[src/rtl/vperm_pkg.sv]
package vperm_pkg;

   localparam int unsigned PAT_N = 4;

   function automatic int unsigned sub_width(input logic [1:0] code);
      return 8 << code;
   endfunction

   function automatic logic width_legal(input logic [1:0] code, input int unsigned vec_w);
      return (sub_width(code) * PAT_N) <= vec_w;
   endfunction

endpackage

[src/rtl/vperm_ctl_decode.sv]
module vperm_ctl_decode
   import vperm_pkg::*;
#(
   parameter int unsigned VEC_W = 128
) (
   input  logic [1:0]       width_sel_i,
   input  logic [7:0]       idx_i,
   input  logic [3:0]       sel_i,
   output logic [3:0][1:0]  pat_idx_o,
   output logic [3:0]       pat_src_o,
   output logic             legal_o
);

   // reversed ordering: entry 0 sits in the most significant slot
   for (genvar g = 0; g < PAT_N; g++) begin : g_ent
      assign pat_idx_o[g] = idx_i[7-2*g -: 2];
      assign pat_src_o[g] = sel_i[3-g];
   end

   assign legal_o = width_legal(width_sel_i, VEC_W);

endmodule

[src/rtl/vperm_subword_perm.sv]
module vperm_subword_perm
   import vperm_pkg::*;
#(
   parameter int unsigned VEC_W = 128,
   parameter int unsigned SUB_W = 8
) (
   input  logic [VEC_W-1:0] src_v_i,
   input  logic [VEC_W-1:0] src_w_i,
   input  logic [3:0][1:0]  pat_idx_i,
   input  logic [3:0]       pat_src_i,
   output logic [VEC_W-1:0] res_o
);

   localparam int unsigned NSUB = VEC_W / SUB_W;

   if (NSUB < PAT_N) begin : g_bad
      $error("vperm_subword_perm: fewer than four sub-words");
   end

   // one destination slot per generate iteration; position = n[i%4] + i/4
   for (genvar i = 0; i < NSUB; i++) begin : g_slot
      localparam int unsigned GRP = i % PAT_N;
      localparam int unsigned OFS = i / PAT_N;
      logic [SUB_W-1:0] pick_v;
      logic [SUB_W-1:0] pick_w;
      always_comb begin
         pick_v = '0;
         pick_w = '0;
         for (int p = 0; p < PAT_N; p++) begin
            if (pat_idx_i[GRP] == p[1:0]) begin
               pick_v = src_v_i[(p + OFS)*SUB_W +: SUB_W];
               pick_w = src_w_i[(p + OFS)*SUB_W +: SUB_W];
            end
         end
      end
      assign res_o[i*SUB_W +: SUB_W] = pat_src_i[GRP] ? pick_w : pick_v;
   end

endmodule

[src/rtl/vperm_shuffle.sv]
module vperm_shuffle
   import vperm_pkg::*;
#(
   parameter int unsigned K       = 4,
   parameter bit          OUT_REG = 1'b1,
   localparam int unsigned VEC_W  = K * 32
) (
   input  logic             clk_i,
   input  logic             rst_ni,
   input  logic [VEC_W-1:0] src_v_i,
   input  logic [VEC_W-1:0] src_w_i,
   input  logic [1:0]       width_sel_i,
   input  logic [7:0]       idx_i,
   input  logic [3:0]       sel_i,
   output logic [VEC_W-1:0] res_o,
   output logic             err_o
);

   if (K < 2 || (K % 2) != 0) begin : g_k_check
      $error("vperm_shuffle: K must be even and at least 2");
   end

   logic [3:0][1:0]  pat_idx;
   logic [3:0]       pat_src;
   logic             legal;
   logic [VEC_W-1:0] cand [4];
   logic [VEC_W-1:0] perm_res;

   vperm_ctl_decode #(.VEC_W(VEC_W)) u_dec (
      .width_sel_i (width_sel_i),
      .idx_i       (idx_i),
      .sel_i       (sel_i),
      .pat_idx_o   (pat_idx),
      .pat_src_o   (pat_src),
      .legal_o     (legal)
   );

   // one permute network per width that leaves at least four sub-words
   for (genvar c = 0; c < 4; c++) begin : g_width
      localparam int unsigned SW = 8 << c;
      if (SW * PAT_N <= VEC_W) begin : g_on
         vperm_subword_perm #(.VEC_W(VEC_W), .SUB_W(SW)) u_perm (
            .src_v_i   (src_v_i),
            .src_w_i   (src_w_i),
            .pat_idx_i (pat_idx),
            .pat_src_i (pat_src),
            .res_o     (cand[c])
         );
      end else begin : g_off
         assign cand[c] = '0;
      end
   end

   assign perm_res = cand[width_sel_i];

   if (OUT_REG) begin : g_reg
      logic [VEC_W-1:0] res_q;
      logic             err_q;
      always_ff @(posedge clk_i) begin
         if (!rst_ni) begin
            res_q <= '0;
            err_q <= 1'b0;
         end else begin
            err_q <= !legal;
            if (legal) res_q <= perm_res;
         end
      end
      assign res_o = res_q;
      assign err_o = err_q;
   end else begin : g_comb
      assign res_o = legal ? perm_res : '0;
      assign err_o = !legal;
   end

endmodule

[config.mk]
export PLATFORM = sky130hd
export DESIGN_NAME = vperm_shuffle
export DESIGN_NICKNAME = d
export VERILOG_FILES = /design/src/rtl/vperm_pkg.sv /design/src/rtl/vperm_ctl_decode.sv /design/src/rtl/vperm_subword_perm.sv /design/src/rtl/vperm_shuffle.sv
export SDC_FILE = /design/constraint.sdc
export NUM_CORES = 2
export LEC_CHECK = 0
export BUFFER_PORTS_ARGS = -buffer_cell sky130_fd_sc_hd__buf_2
export CORE_MARGIN = 3
export CORE_UTILIZATION = 30
export CTS_CLUSTER_DIAMETER = 120
export CTS_CLUSTER_SIZE = 28
export DETAILED_ROUTE_END_ITERATION = 10
export SLEW_MARGIN = 40
export SYNTH_ARGS = -nofsm -noshare
export SYNTH_HDL_FRONTEND = slang
export SYNTH_SLANG_ARGS = --single-unit
[constraint.sdc]
create_clock -name clk_i -period 2.25 [get_ports clk_i]
set_input_delay 0.675 -clock clk_i [delete_from_list [all_inputs] [get_ports clk_i]]
set_output_delay 0.675 -clock clk_i [all_outputs]
set_load 0.02 [all_outputs]
# After elaboration in Yosys (flattened, before gate mapping)
# Cells that the tools add are included.
dict set report totals {
  wordCells 278
  out_inout_bits 129
  regBits 129
  in_bits 272
}
dict set report op_classes {
  n_lt_le_gt_ge 2
  bitwise 1
  n_reduce_logical 5
  n_shift 1
  mux 255
  eq_ne 12
}
# cell count
set op_table {}
lappend op_table {{two-way mux 16 bit} 72}
lappend op_table {{two-way mux 32 bit} 36}
lappend op_table {{two-way mux 8 bit} 144}
lappend op_table {{binary-select mux 128 bit (select 2 bit)} 1}
lappend op_table {{two-way mux 128 bit} 2}
lappend op_table {{less-or-equal comparator 32 x 8 -> 1 bit, second input constant} 1}
lappend op_table {{<< shifter 4 x 2 -> 30 bit, first input constant} 1}
lappend op_table {{== test 2 bit, second input constant} 8}
lappend op_table {{== test 2 x 1 -> 1 bit, second input constant} 4}
lappend op_table {{zero test 2 bit} 4}
lappend op_table {{>= comparator 3 bit, second input constant} 1}
lappend op_table {{NOT 2 -> 3 bit} 1}
lappend op_table {{zero test 1 bit} 1}

# Longest topological paths before layout
dict set report logic_depth {
  depth_word 9
  mapped_depth 9
}

# Modules after synthesis
# A second synthesis with hierarchy kept.
dict set report hier_totals {
  hier_cells 2156
  hier_area_um2 29911.2
}
# module n_inst area_per_inst_um2 cells_each
set modules_own_cells {}
lappend modules_own_cells {{vperm_subword_perm at g_width[2].g_on.u_perm} 1 8350.5 456}
lappend modules_own_cells {{vperm_subword_perm at g_width[1].g_on.u_perm} 1 8189.1 456}
lappend modules_own_cells {vperm_shuffle 1 7158.1 855}
lappend modules_own_cells {{vperm_subword_perm at g_width[0].g_on.u_perm} 1 6119.6 376}
lappend modules_own_cells {vperm_ctl_decode 1 93.8 13}

# Worst setup path before layout
# OpenSTA, ideal clock, no wires.
dict set report synth_path {
  path_kind {input-to-reg}
  start {input port idx_i[7]}
  end {register g_reg.res_q[100], in the netlist res_o[100]}
  path_slack_ns 0.029
  path_buffers 3
  arrival_time_ns 2.082
  required_time_ns 2.110
  path_stages 8
  path_cell_list {buf_2 -> buf_4 -> buf_2 -> mux4_2 -> nand2_1 -> nand2_1 -> a221oi_1 -> o221ai_1}
}
dict set report synth_between {
  elab_chain_len 9
  elab_cells_between_ends 16
}
# element line
set synth_rtl {}
lappend synth_rtl {{from (decl)} vperm_shuffle.sv:13} ;# input logic [7:0] idx_i,
lappend synth_rtl {{zero test 2 bit} vperm_subword_perm.sv:30} ;# if (pat_idx_i[GRP] == p[1:0]) begin
lappend synth_rtl {{two-way mux 8 bit (4 in series)} vperm_subword_perm.sv:30}
lappend synth_rtl {{two-way mux 8 bit (*)} vperm_subword_perm.sv:36} ;# assign res_o[i*SUB_W +: SUB_W] = pat_src_i[GRP] ? pick_w : pick_v;
lappend synth_rtl {{binary-select mux 128 bit (select 2 bit) (*)} vperm_shuffle.sv:54} ;# assign perm_res = cand[width_sel_i];
lappend synth_rtl {{two-way mux 128 bit (implied by the code) (*) (2 in series)} vperm_shuffle.sv:54}
lappend synth_rtl {{to (signal assigned)} vperm_shuffle.sv:65} ;# if (legal) res_q <= perm_res;
lappend synth_rtl {{to (decl)} vperm_shuffle.sv:57} ;# logic [VEC_W-1:0] res_q;
# Every way passes the cells marked *; elsewhere a longest branch is shown, timed or not. The select of a mux whose other input is x is not followed.
# A chain may end at the register's enable or synchronous reset.

# Worst setup path after layout
dict set report layout_path {
  start {input port idx_i[6]}
  end {register g_reg.res_q[30], in the netlist res_o[30]}
}
dict set report layout_between {
  elab_chain_len 9
  elab_cells_between_ends 16
}
# element line
set layout_rtl {}
lappend layout_rtl {{zero test 2 bit} vperm_subword_perm.sv:30}
lappend layout_rtl {{two-way mux 32 bit (4 in series)} vperm_subword_perm.sv:30}
lappend layout_rtl {{two-way mux 32 bit (*)} vperm_subword_perm.sv:36}
lappend layout_rtl {{binary-select mux 128 bit (select 2 bit) (*)} vperm_shuffle.sv:54}
lappend layout_rtl {{two-way mux 128 bit (implied by the code) (*) (2 in series)} vperm_shuffle.sv:54}
# Marked as above.

==> load_flow_metrics.sql <==
INSERT INTO impl_metrics (metric_group, metric, value, unit) VALUES
('run_status', 'outcome', 'finished clean', ''),
('logic_synthesis', 'synthFlopType', 'sky130_fd_sc_hd__dfxtp_1', ''),
('finish', 'post_route_cells_drive_above_1_share', '45.7', '%'),
('logic_synthesis', 'synth_async_sr_flop_share', '0', '%'),
('sta', 'setup_tns', '0', 'ns'),
('grt', 'grt_antenna_before_repair', '23', ''),
('die', 'die_area', '104000', 'µm²'),
('placed_design', 'half_perimeter_wire_length_of_the_detailed_placement_result', '124000', 'µm'),
('logic_synthesis', 'synthTopCellsByCount', 'sky130_fd_sc_hd__mux4_2 (440), sky130_fd_sc_hd__mux2i_1 (409), sky130_fd_sc_hd__clkbuf_1 (305)', ''),
('cts', 'cts_root_buf', 'sky130_fd_sc_hd__clkbuf_16', ''),
('logic_synthesis', 'yosysTopAreaCellShare', '32.8', '%'),
('logic_synthesis', 'synthesis.nets', '3469', ''),
('finish', 'final_net_count', '3972', ''),
('logic_synthesis', 'synth.cell_area', '30200', 'µm²'),
('route', 'drt_first_iter_violations', '5498', ''),
('logic_synthesis', 'ys_warn_count', '0', ''),
('grt', 'grt_start_max_net_pins', '43', ''),
('setup_path', 'required', '2.66', 'ns'),
('route', 'antenna_left', '0', ''),
('die', 'core_area', '99100', 'µm²'),
('logic_synthesis', 'postSynthAreaPerCell', '9.44', 'µm²'),
('die', 'placementRows', '115', ''),
('cts', 'tritoncts_sink_count', '129', ''),
('route', 'detail_route.drc_violations', '0', ''),
('sta', 'timing_max_transition_violations_final', '0', ''),
('worst_hold_path', 'timing.hold.worst.class', 'register to register', ''),
('logic_synthesis', 'synth_largest_area_cell', 'sky130_fd_sc_hd__mux4_2', ''),
('placed_design', 'dp_area', '37700', 'µm²'),
('cts', 'ctsHtreeMaxLevel', '4', ''),
('sta', 'rsz_0062_raised_after_global_routing', 'false', ''),
('sta', 'max_clock_freq', '488', 'MHz'),
('route', 'detailedRoute.firstPassIterationCount', '8', ''),
('pwr', 'p_leak', '15.3', 'nW'),
('finish', 'fin_area', '38300', 'µm²'),
('cts', 'post-cts-setup-buffer-count', '0', ''),
('die', 'top_level_ports', '401', ''),
('sta', 'setup_violations', '0', ''),
('die', 'initial_core_util', '30.5', '%'),
('route', 'routed_wirelength', '171000', 'µm'),
('worst_hold_path', 'holdPathStages', '2', ''),
('logic_synthesis', 'count_of_flip_flops_with_a_built_in_enable_after_synthesis', '0', ''),
('die', 'floorplan.die.height', '323', 'µm'),
('placed_design', 'port_buffer_count', '400', ''),
('setup_path', 'worst_setup_path_start_kind', 'input pin', ''),
('grt', 'globalRouteTotalUtil', '31.5', '%'),
('logic_synthesis', 'yosysMostFrequentCell', 'sky130_fd_sc_hd__mux4_2', ''),
('logic_synthesis', 'netlist-cell-type-count', '65', ''),
('setup_path', 'worstRegToRegCells', '5', ''),
('placed_design', 'place.gp.congestion', '0.972', ''),
('logic_synthesis', 'synth_sequential_area_ratio', '8.55', '%'),
('cts', 'tritoncts_clock_tree', 'built', ''),
('grt', 'grt_first_pass_wirelength', '244000', 'µm'),
('cts', 'clkLatencyLatePin', '0.52', 'ns'),
('sta', 'clock_tree_skew_after_final_layout', '0', 'ns'),
('cts', 'cts.clk_slew.worst_paths', '0.08', 'ns'),
('setup_path', 'worst-path-max-fanout', '16', ''),
('logic_synthesis', 'postSynthRegisterBits', '129', ''),
('setup_path', 'cp_slowest_stage_delay', '0.55', 'ns'),
('run', 'maxCapViolCount', '0', ''),
('sta', 'max_slew.worst_pin.slew', '0.601', 'ns'),
('route', 'num_vias', '35300', ''),
('cts', 'clock_tree.buffer_depth', '2', ''),
('sta', 'finalWorstPathRequiredPeriod', '2.05', 'ns'),
('finish', 'area_delta_synth_final', '26.9', '%'),
('grt', 'globalRouteOverflowTotal', '0', ''),
('finish', 'fill_cells', '9816', ''),
('setup_path', 'timing.critical_path.slowest_stage_cell', 'sky130_fd_sc_hd__o311ai_0', ''),
('pwr', 'vdd_drop_max', '0.479', 'mV'),
('route', 'viasPerCell', '7.05', ''),
('sta', 'hold_slack', '0.461', 'ns'),
('logic_synthesis', 'synth_area_leaders', 'sky130_fd_sc_hd__mux4_2 (33%), sky130_fd_sc_hd__mux2i_1 (14%), sky130_fd_sc_hd__dfxtp_1 (8.6%)', '');
[logic make-up after synthesis]
family                 Yosys count  share of synthesized area, %
muxes                          991                          51.7
AOI/OAI and AO/OA              988                          22.9
buffers and inverters          595                          9.69
and+or+nand+nor                494                          7.17
DFF                            129                          8.55
[layout by cell type, fill, tap and decap left out, types with 17 or more instances in the layout]
master and count:
sky130_fd_sc_hd__nor3_1 36, sky130_fd_sc_hd__buf_12 131, sky130_fd_sc_hd__mux2_2 142, sky130_fd_sc_hd__a221oi_1 131
sky130_fd_sc_hd__nor2_1 148, sky130_fd_sc_hd__clkbuf_16 17, sky130_fd_sc_hd__mux2i_1 409, sky130_fd_sc_hd__buf_2 386
sky130_fd_sc_hd__o221ai_1 35, sky130_fd_sc_hd__o211ai_1 67, sky130_fd_sc_hd__a221o_1 70, sky130_fd_sc_hd__nor2b_1 26
sky130_fd_sc_hd__a22o_1 19, sky130_fd_sc_hd__a21oi_1 139, sky130_fd_sc_hd__o21ai_0 243, sky130_fd_sc_hd__nand2b_1 27
sky130_fd_sc_hd__o22ai_1 57, sky130_fd_sc_hd__buf_4 528, sky130_fd_sc_hd__a211oi_1 17, sky130_fd_sc_hd__a22oi_1 65
sky130_fd_sc_hd__mux4_2 440, sky130_fd_sc_hd__o311ai_0 33, sky130_fd_sc_hd__dfxtp_1 129, sky130_fd_sc_hd__nand2_1 199
[worst paths after layout]
path / slack (ns) / start / endpoint
worst min-delay path: 0.46 / res_o[56]$_SDFFE_PN0N_ / res_o[56]$_SDFFE_PN0N_
worst min register to register: 0.46 / res_o[56]$_SDFFE_PN0N_ / res_o[56]$_SDFFE_PN0N_
worst max register to register: 0.94 / res_o[40]$_SDFFE_PN0N_ / res_o[40]$_SDFFE_PN0N_
worst max-delay path: 0.20 / idx_i[6] / res_o[30]$_SDFFE_PN0N_
[critical path: cells and delay by family]
family / cells / cell delay [ns]
AO/OA/AOI/OAI: 3 / 1.06
buffers and inverters: 3 / 0.59
AND/OR/NAND/NOR: 1 / 0.11
[power by group]
part / leakage [nW] / internal [W] / total [W] / switching (W)
combinational: 14.0 / 0.00395 / 0.00880 / 0.00485
clock: 0.282 / 0.00173 / 0.00326 / 0.00152
sequential: 1.08 / 0.00256 / 0.00283 / 0.000269
[registers in the layout, indices dropped and copies added, names as in the netlist]
register and count:
err_o 1, res_o 128
[per-stage QoR]
step | power [W] | setup WS [ns] | util [%] | std cells
after floorplan | 0.00778 | 0.0286 | - | 3197
after global placement | 0.0113 | -0.259 | 38.0 | 4968
final | 0.0149 | 0.202 | 38.7 | 5012
after CTS | 0.0146 | 0.292 | 38.6 | 5000
after detailed placement | 0.0114 | -0.263 | 38.0 | 4968
after global routing | 0.0153 | 0.0548 | 38.6 | 5002
[final cells by class]
class / count / area (µm²) / share of cell area [%]
multi-input cells: 2473 / 24700 / 64.6
repair buffers: 1057 / 8680 / 22.6
flip-flops and latches: 129 / 2580 / 6.74
well taps: 1287 / 1610 / 4.20
clock buffers: 18 / 429 / 1.12
clock inverters: 14 / 166 / 0.434
inverters: 22 / 88.8 / 0.232
diodes: 12 / 30.0 / 0.0784
[metal layers]
layer / wire length [µm] / vias to the layer above / GRT usage [%] / part of all wire, %
met1: 61700 / 17400 / 39.8 / 36
met3: 24700 / 732 / 11.1 / 14
met5: 109 / - / 0.0907 / 0.064
met4: 12000 / 16 / 18.5 / 7.0
met2: 72200 / 3229 / 46.4 / 42
li1: - / 14000 / - / -
No activity file was read; power rests on OpenSTA's default activity.
